File: config.mk
export PLATFORM = sky130hd
export DESIGN_NAME = packed_add_unit
export DESIGN_NICKNAME = d
export VERILOG_FILES = /design/src/rtl/packed_add_pkg.sv /design/src/rtl/packed_add_ctrl.sv /design/src/rtl/packed_add_dp.sv /design/src/rtl/packed_add_unit.sv
export SDC_FILE = /design/constraint.sdc
export NUM_CORES = 1
export LEC_CHECK = 0
export ABC_CLOCK_PERIOD_IN_PS = 70700
export BUFFER_PORTS_ARGS = -buffer_cell sky130_fd_sc_hd__buf_4
export CAP_MARGIN = 40
export CORE_AREA = 2 2 303 305
export DETAILED_ROUTE_END_ITERATION = 8
export DIE_AREA = 0 0 305 307
export GPL_TIMING_DRIVEN = 0
export PLACE_DENSITY = 0.42
export SETUP_SLACK_MARGIN = 0.02
export SYNTH_ARGS = -nofsm -noshare
export SYNTH_HDL_FRONTEND = slang
export SYNTH_HIERARCHICAL = 1
export SYNTH_SLANG_ARGS = --single-unit
File: constraint.sdc
create_clock -name clk -period 70.7 [get_ports clk]
set_input_delay 14.14 -clock clk [delete_from_list [all_inputs] [get_ports clk]]
set_output_delay 14.14 -clock clk [all_outputs]
set_load 0.005 [all_outputs]
File: src/rtl/packed_add_pkg.sv
`timescale 1ns/1ps
package packed_add_pkg;
  localparam logic [7:0] OP_ADD8  = 8'hFC;
  localparam logic [7:0] OP_ADD16 = 8'hFD;
  localparam logic [7:0] OP_ADD32 = 8'hFE;
  localparam logic [7:0] OP_ADD64 = 8'hD4;

  localparam int LANE_KINDS = 4;

  // Strobes from control to datapath.
  // laneSel is one-hot: bit0 = 8-bit lanes, bit1 = 16, bit2 = 32, bit3 = 64.
  typedef struct packed {
    logic                  load;
    logic [LANE_KINDS-1:0] laneSel;
    logic                  fullWidth;
    logic                  keepUpper;
    logic                  supported;
  } addCtrl_t;
endpackage

File: src/rtl/packed_add_ctrl.sv
`timescale 1ns/1ps
module packed_add_ctrl
  import packed_add_pkg::*;
(
  input  logic       clk,
  input  logic       rstN,
  input  logic       inValid,
  input  logic [7:0] opByte,
  input  logic       wideLen,
  input  logic       threeOpForm,
  output addCtrl_t   ctrl,
  output logic       outValid,
  output logic       resOk
);
  always_comb begin
    ctrl = '0;
    ctrl.load = inValid;
    unique case (opByte)
      OP_ADD8:  ctrl.laneSel = 4'b0001;
      OP_ADD16: ctrl.laneSel = 4'b0010;
      OP_ADD32: ctrl.laneSel = 4'b0100;
      OP_ADD64: ctrl.laneSel = 4'b1000;
      default:  ctrl.laneSel = 4'b0000;
    endcase
    ctrl.supported = |ctrl.laneSel;
    ctrl.fullWidth = threeOpForm & wideLen;
    ctrl.keepUpper = ~threeOpForm;
  end

  always_ff @(posedge clk) begin
    if (!rstN) begin
      outValid <= 1'b0;
      resOk    <= 1'b0;
    end else begin
      outValid <= inValid;
      if (inValid) resOk <= ctrl.supported;
    end
  end
endmodule

File: src/rtl/packed_add_dp.sv
`timescale 1ns/1ps
module packed_add_dp
  import packed_add_pkg::*;
#(
  parameter int VEC_W  = 256,
  parameter int BYTE_W = 8
) (
  input  logic             clk,
  input  logic             rstN,
  input  addCtrl_t         ctrl,
  input  logic [VEC_W-1:0] srcA,
  input  logic [VEC_W-1:0] srcB,
  output logic [VEC_W-1:0] outResult
);
  localparam int NUM_BYTES = VEC_W / BYTE_W;
  localparam int HALF_W    = VEC_W / 2;

  logic [NUM_BYTES-2:0] carry;
  logic [VEC_W-1:0]     laneSum;
  logic [VEC_W-1:0]     nextRes;

  // Byte-sliced carry chain; the chain is cut wherever a lane begins.
  for (genvar b = 0; b < NUM_BYTES; b++) begin : g_byte
    logic       cin;
    logic [BYTE_W-1:0] aB, bB;
    assign aB = srcA[b*BYTE_W +: BYTE_W];
    assign bB = srcB[b*BYTE_W +: BYTE_W];
    if (b == 0) begin : g_first
      assign cin = 1'b0;
    end else begin : g_rest
      localparam bit AT16 = (b % 2) == 0;
      localparam bit AT32 = (b % 4) == 0;
      localparam bit AT64 = (b % 8) == 0;
      logic laneStart;
      assign laneStart = ctrl.laneSel[0] | (ctrl.laneSel[1] & AT16)
                       | (ctrl.laneSel[2] & AT32) | (ctrl.laneSel[3] & AT64);
      assign cin = carry[b-1] & ~laneStart;
    end
    if (b < NUM_BYTES - 1) begin : g_mid
      assign {carry[b], laneSum[b*BYTE_W +: BYTE_W]} =
        {1'b0, aB} + {1'b0, bB} + {{BYTE_W{1'b0}}, cin};
    end else begin : g_top
      assign laneSum[b*BYTE_W +: BYTE_W] = aB + bB + {{(BYTE_W-1){1'b0}}, cin};
    end
  end

  always_comb begin
    nextRes = '0;
    if (ctrl.supported) begin
      nextRes[HALF_W-1:0] = laneSum[HALF_W-1:0];
      if (ctrl.fullWidth)
        nextRes[VEC_W-1:HALF_W] = laneSum[VEC_W-1:HALF_W];
      else if (ctrl.keepUpper)
        nextRes[VEC_W-1:HALF_W] = srcA[VEC_W-1:HALF_W];
    end
  end

  always_ff @(posedge clk) begin
    if (!rstN)          outResult <= '0;
    else if (ctrl.load) outResult <= nextRes;
  end
endmodule

File: src/rtl/packed_add_unit.sv
`timescale 1ns/1ps
module packed_add_unit
  import packed_add_pkg::*;
#(
  parameter int VEC_W = 256
) (
  input  logic             clk,
  input  logic             rstN,
  input  logic             inValid,
  input  logic [VEC_W-1:0] srcA,
  input  logic [VEC_W-1:0] srcB,
  input  logic [7:0]       opByte,
  input  logic             wideLen,
  input  logic             threeOpForm,
  output logic             outValid,
  output logic             resOk,
  output logic [VEC_W-1:0] outResult
);
  addCtrl_t ctrl;

  packed_add_ctrl ctrl_i (
    .clk(clk), .rstN(rstN), .inValid(inValid), .opByte(opByte),
    .wideLen(wideLen), .threeOpForm(threeOpForm), .ctrl(ctrl),
    .outValid(outValid), .resOk(resOk)
  );

  packed_add_dp #(.VEC_W(VEC_W)) dp_i (
    .clk(clk), .rstN(rstN), .ctrl(ctrl), .srcA(srcA), .srcB(srcB),
    .outResult(outResult)
  );
endmodule

### Word-level counts from Yosys, hierarchy flattened

Cells that the tools add are included.

* bits of input ports: 525
* output and inout port bits: 258
* bits in registers: 258

* multiplexer cells: 4
* equal/unequal tests: 4
* bitwise gates (word level): 39
* $add $sub $neg: 63
* reductions and logical operators: 1

Operator list (number)
* $add A8 B8 Y9: 31
* $add A9 B1 Y9: 30
* $mux W128: 2
* $mux W256: 1
* $and A1 B1 Y1: 32
* $eq A8 B8 Y1 const B: 4
* $pmux W4 S4: 1
* $add A8 B1 Y8: 1
* $add A8 B8 Y8: 1
* $not A1 Y1: 4
* $reduce_or A4 Y1: 1
* $or A1 B1 Y1: 3

### Longest topological paths before layout

* depth in word-level cells: 67
* mapped depth: 225
* gate-level depth less buffers: 225

### Modules after synthesis

The synthesis kept the hierarchy.

Modules (own cells, without submodules)
* packed_add_dp: instances 1, area each 20986.4 µm², cells each 2524
* packed_add_ctrl: instances 1, area each 157.7 µm², cells each 20

### Worst setup path before layout

No wires, ideal clock.

* path type: input port to flip-flop
* start: in srcA[0]
* end: reg dp_i.outResult[254]
* stages: 225
* path slack: 7.508 ns
* arrival: 63.067 ns
* cells stage by stage: ha_1 inv_1 fa_1 nor2b_1 o31a_2 o21a_1 o21ai_0 a211o_1 fa_1 fa_1 nor2b_1 o31a_1 o21a_1 o21ai_0 a21o_1 fa_1 fa_1 nor2b_1 [189 not listed] a21oi_1 o311a_1 o21a_1 o21ai_0 fa_1 fa_1 nor2b_1 o31ai_1 a21oi_1 a211oi_1 or3_1 fa_1 fa_1 nor2b_1 o2111ai_1 nand4b_1 xnor2_1 o21ai_0

* longest elaborated chain between the ends: 65

Ends and longest elaborated chain
* from (decl): line packed_add_unit.sv:10 `input logic [VEC_W-1:0] srcA,`
* $add A8 B8 Y9: line packed_add_dp.sv:41 `{1'b0, aB} + {1'b0, bB} + {{BYTE_W{1'b0}}, cin};`
* $and A1 B1 Y1: line packed_add_dp.sv:37 `assign cin = carry[b-1] & ~laneStart;`
* $add A9 B1 Y9: line packed_add_dp.sv:41
* $and A1 B1 Y1: line packed_add_dp.sv:37
* $add A9 B1 Y9: line packed_add_dp.sv:41
* $and A1 B1 Y1: line packed_add_dp.sv:37
* $add A9 B1 Y9: line packed_add_dp.sv:41
* $and A1 B1 Y1: line packed_add_dp.sv:37
* [49 not listed]
* $and A1 B1 Y1: line packed_add_dp.sv:37
* $add A9 B1 Y9: line packed_add_dp.sv:41
* $and A1 B1 Y1: line packed_add_dp.sv:37
* $add A9 B1 Y9: line packed_add_dp.sv:41
* $and A1 B1 Y1: line packed_add_dp.sv:37
* $add A8 B1 Y8: line packed_add_dp.sv:43 `assign laneSum[b*BYTE_W +: BYTE_W] = aB + bB + {{(BYTE_W-1){1'b0}}, cin};`
* $mux W128: line packed_add_dp.sv:51 `if (ctrl.fullWidth)`
* $mux W256: line packed_add_dp.sv:49 `if (ctrl.supported) begin`
* to (signal assigned): line packed_add_dp.sv:60 `else if (ctrl.load) outResult <= nextRes;`
* to (decl): line packed_add_dp.sv:13 `output logic [VEC_W-1:0] outResult`

Every way passes these cells.
A chain may end at the register's enable or synchronous reset.

### Final worst setup path

Same ends and word-level chain as after synthesis.

==> impl_results.md <==
- Initial antenna violation count: 30
- Seq pwr share: approximately 29%
- FF-to-FF End: dp_i/outResult[191]$_SDFFE_PN0P_
- Yosys warnings: 6
- Largest family of logic cells by synthesized area: compound AO/OA/AOI/OAI gates
- Starting Density: a little under a quarter
- Internal: approximately 340 uW
- Fmax achieved: between 10 and 15 MHz
- Clock Sinks: around 260
- Post-route ant nets: 0
- Reg2reg start: dp_i/outResult[191]$_SDFFE_PN0P_
- Xor and xnor area share after synthesis: 2.154%
- WP data required: between 70 and 80 ns
- Vias in the first global route: 23,070
- Placer congestion estimate: around 0.9
- Hold depth: 2
- Die ar.: 93,640 um2
- WHS Endpoint: dp_i/outResult[197]$_SDFFE_PN0P_
- Rows: ~110
- Multiplexer area fraction after synthesis: less than 1%
- Power per cell area: approximately 17 nW/um2
- Cell count after synthesis: between 2,000 and 3,000
- Die height: 307 um
- First-pass GRT wire length: roughly 180,000 um
- R2R setup slack: about 70 ns
- Ranking of synthesized cells by area: dfxtp_1, ha_1, fa_1
- Crit path arrival time: between 60 and 70 ns
- CP dominant cell by count: fa_1
- Clk slew on worst S/H paths: 0.06 ns
- Final worst slack: about 2.6 ns
- EDFF count, synth: 0
- Clock share of power: around two fifths
- Hold Fails Final Rpt: 0
- Routed WL: around 130,000 um
- HP Class: register to register
- Fill cells: 9,814
- Slew margin rel.: 38.52%
- Max clock buf depth: 3
- Gate power share: between 20% and 30%
- Cell taking the most area after synthesis: dfxtp_1
- Hold Slack: 0.4648 ns
- All-Layer GR Usage: 27.11%
- Finished Core Util: between 30% and 40%
- Cell area after layout: about 30,000 um2
- Largest net degree at the start of global routing: 12
- Die X: ~300 um
- Worst skew pair latency: 0.57 ns
- Setup violators final: 0
- Syn_nets: between 3,000 and 4,000
- Via density: around 5
- Post-DP HPWL: 111,000 um
- DP Area: 29,050 um2
- Syn Area/Cell: approximately 8.3 um2
- Sw Pwr: around 170 uW
- Worst Skew: 0 ns
- Worst setup EP type: register
- WL/cell: around 28 um
- Post-synthesis simple-gate area fraction: between 15 and 20%
- Final cycle utilization of the critical path: a little over nine tenths
- Htree depth: 2
- Synth unique cells: 65
- Synth Register Bits: approximately 260
- Async SR Flop Fraction: 0%
- Final layout net count: 4,225
- Prevailing post-synth register cell: dfxtp_1
- Compound-Gate Fraction of Synth Area: about 31%
- Netlist Area Pre-Place: ~21,000 um2
- Core area: between 90,000 and 100,000 um2
- Hold Startpoint: dp_i/outResult[197]$_SDFFE_PN0P_
- Area Overhead vs Synth: 45.05%
- Leading cell types by count after synthesis: dfxtp_1, ha_1, o21ai_0
- Final Critical Period: just under 70 ns
- CP Class: input port to register
- Vias: around 24,000
- Max Slew Vio Count: 0
- Placed cell count: about 4,600
- Nature of the critical path startpoint: input port
- Outcome: finished clean
- Cell with the most instances after synthesis: dfxtp_1
- LEAKAGE: ~0.014 uW
- Slew @ Worst Pin: roughly 0.92 ns
- GRT overflow: 0
- Slowest cell on the critical path: fa_2
- Num CTS Buffers: 40
- Residual DRC: 0
- Final cell count without fillers: roughly 4,600
- Crit path max fanout: 3
- Io pins: about 780
- Adder-Cell Fraction of Synth Area: 19.22%
- Drt pass-1 iters: 5
- Post-CTS Hold Buffers: 0
- R2R depth: 4
- CTS tree: done
- Post-synthesis sequential area ratio: 24.43%
- Max-cap violation count: 0
- Top cell family by delay on the critical path: adder cells
- Worst path max stage delay: about 0.45 ns
- PortBufs: about 780
- CP bufs+invs: 2
- VDD IR max: roughly 0.014 mV
- Layout cells sized above 1: between 20 and 30%
- Yosys top cell area share: approximately 24%
- Sw frac: between 30% and 40%
- 1st-iter DRT viols: between 1,000 and 1,500
- Root Driver: clkbuf_16
- Setup WS pre-CTS: -1.906 ns
power by group through the flow:
stage	clock network, uW	registers [uW]	logic, uW
after floorplan	0	149	82.5
after global placement	0	149	146
after detailed placement	0	149	148
after CTS	215	146	149
after global routing	220	146	166
final	209	146	152
registers in the layout, indices dropped and copies added (netlist names):
| name | count |
|---|---|
| ctrl_i/outValid | 1 |
| ctrl_i/resOk | 1 |
| dp_i/outResult | 256 |
layout by cell type (no fill, tap or decap), types with 82 or more instances in the layout:
master / count
a21oi_1: 166
buf_4: 791
clkbuf_1: 82
dfxtp_1: 258
ha_1: 224
inv_1: 166
nand2_1: 83
nor2_1: 180
nor2b_1: 163
o21a_1: 131
o21ai_0: 218
worst register-to-register path: cells and delay by family (launching register included):
kind / cells / cell delay (ns)
flops: 1 / 0.32
simple gates: 4 / 0.56
worst max-delay path by stage:
stage               cells past startpoint      start                                to  slack [ns]
detailed placement                    225  opByte[4]  dp_i/outResult[254]$_SDFFE_PN0P_       -1.91
global placement                      224  opByte[4]  dp_i/outResult[254]$_SDFFE_PN0P_       -3.33
global route                          226    srcB[0]  dp_i/outResult[254]$_SDFFE_PN0P_       -0.01
finish                                226    srcA[0]  dp_i/outResult[254]$_SDFFE_PN0P_        2.60
CTS                                   226    srcA[0]  dp_i/outResult[254]$_SDFFE_PN0P_        0.04
floorplan                             225    srcA[0]  dp_i/outResult[254]$_SDFFE_PN0P_        7.51
through the flow:
step | setup TNS, ns | total power [uW]
finish | 0 | 507.2
global route | -0.01273 | 532.1
CTS | 0 | 510.4
detailed placement | -13.27 | 297.0
global placement | -34.45 | 295.1
floorplan | 0 | 231.9
metal layers:
metal  GRT usage (%)  up-vias  part of all wire (%)
met5               0        -                  0.11
met4           6.919       22                   2.3
met3           6.919      157                   7.0
met2           47.88      803                    49
met1           32.56    11440                    41
li1                -    11140                     -
cell type report:
cell class	instances	area, um2	share of cell area (%)
antenna	17	42.54	0.1387
clock inverter	11	145.1	0.4732
buffer	116	493.0	1.607
timing repair buffer	827	6451	21.03
sequential	258	5165	16.84
multi-input combinational	2002	15070	49.15
clock buffer	57	1185	3.863
tap	1186	1484	4.838
inverter	168	630.6	2.056
cell families after synthesis:
logic type	after synthesis
compound gates	947
simple gates	705
fa+ha+maj	287
buf+inv	284
flops	258
xor+xnor	52
mux	11
repair_timing:
| action | CTS | global route |
|---|---|---|
| pin swaps | 0 | 11 |
| endpoints found under the setup margin | 8 | 16 |
| resized for setup | 17 | 53 |
| buffers inserted | 0 | 6 |
(Power assumes the default switching activity.)
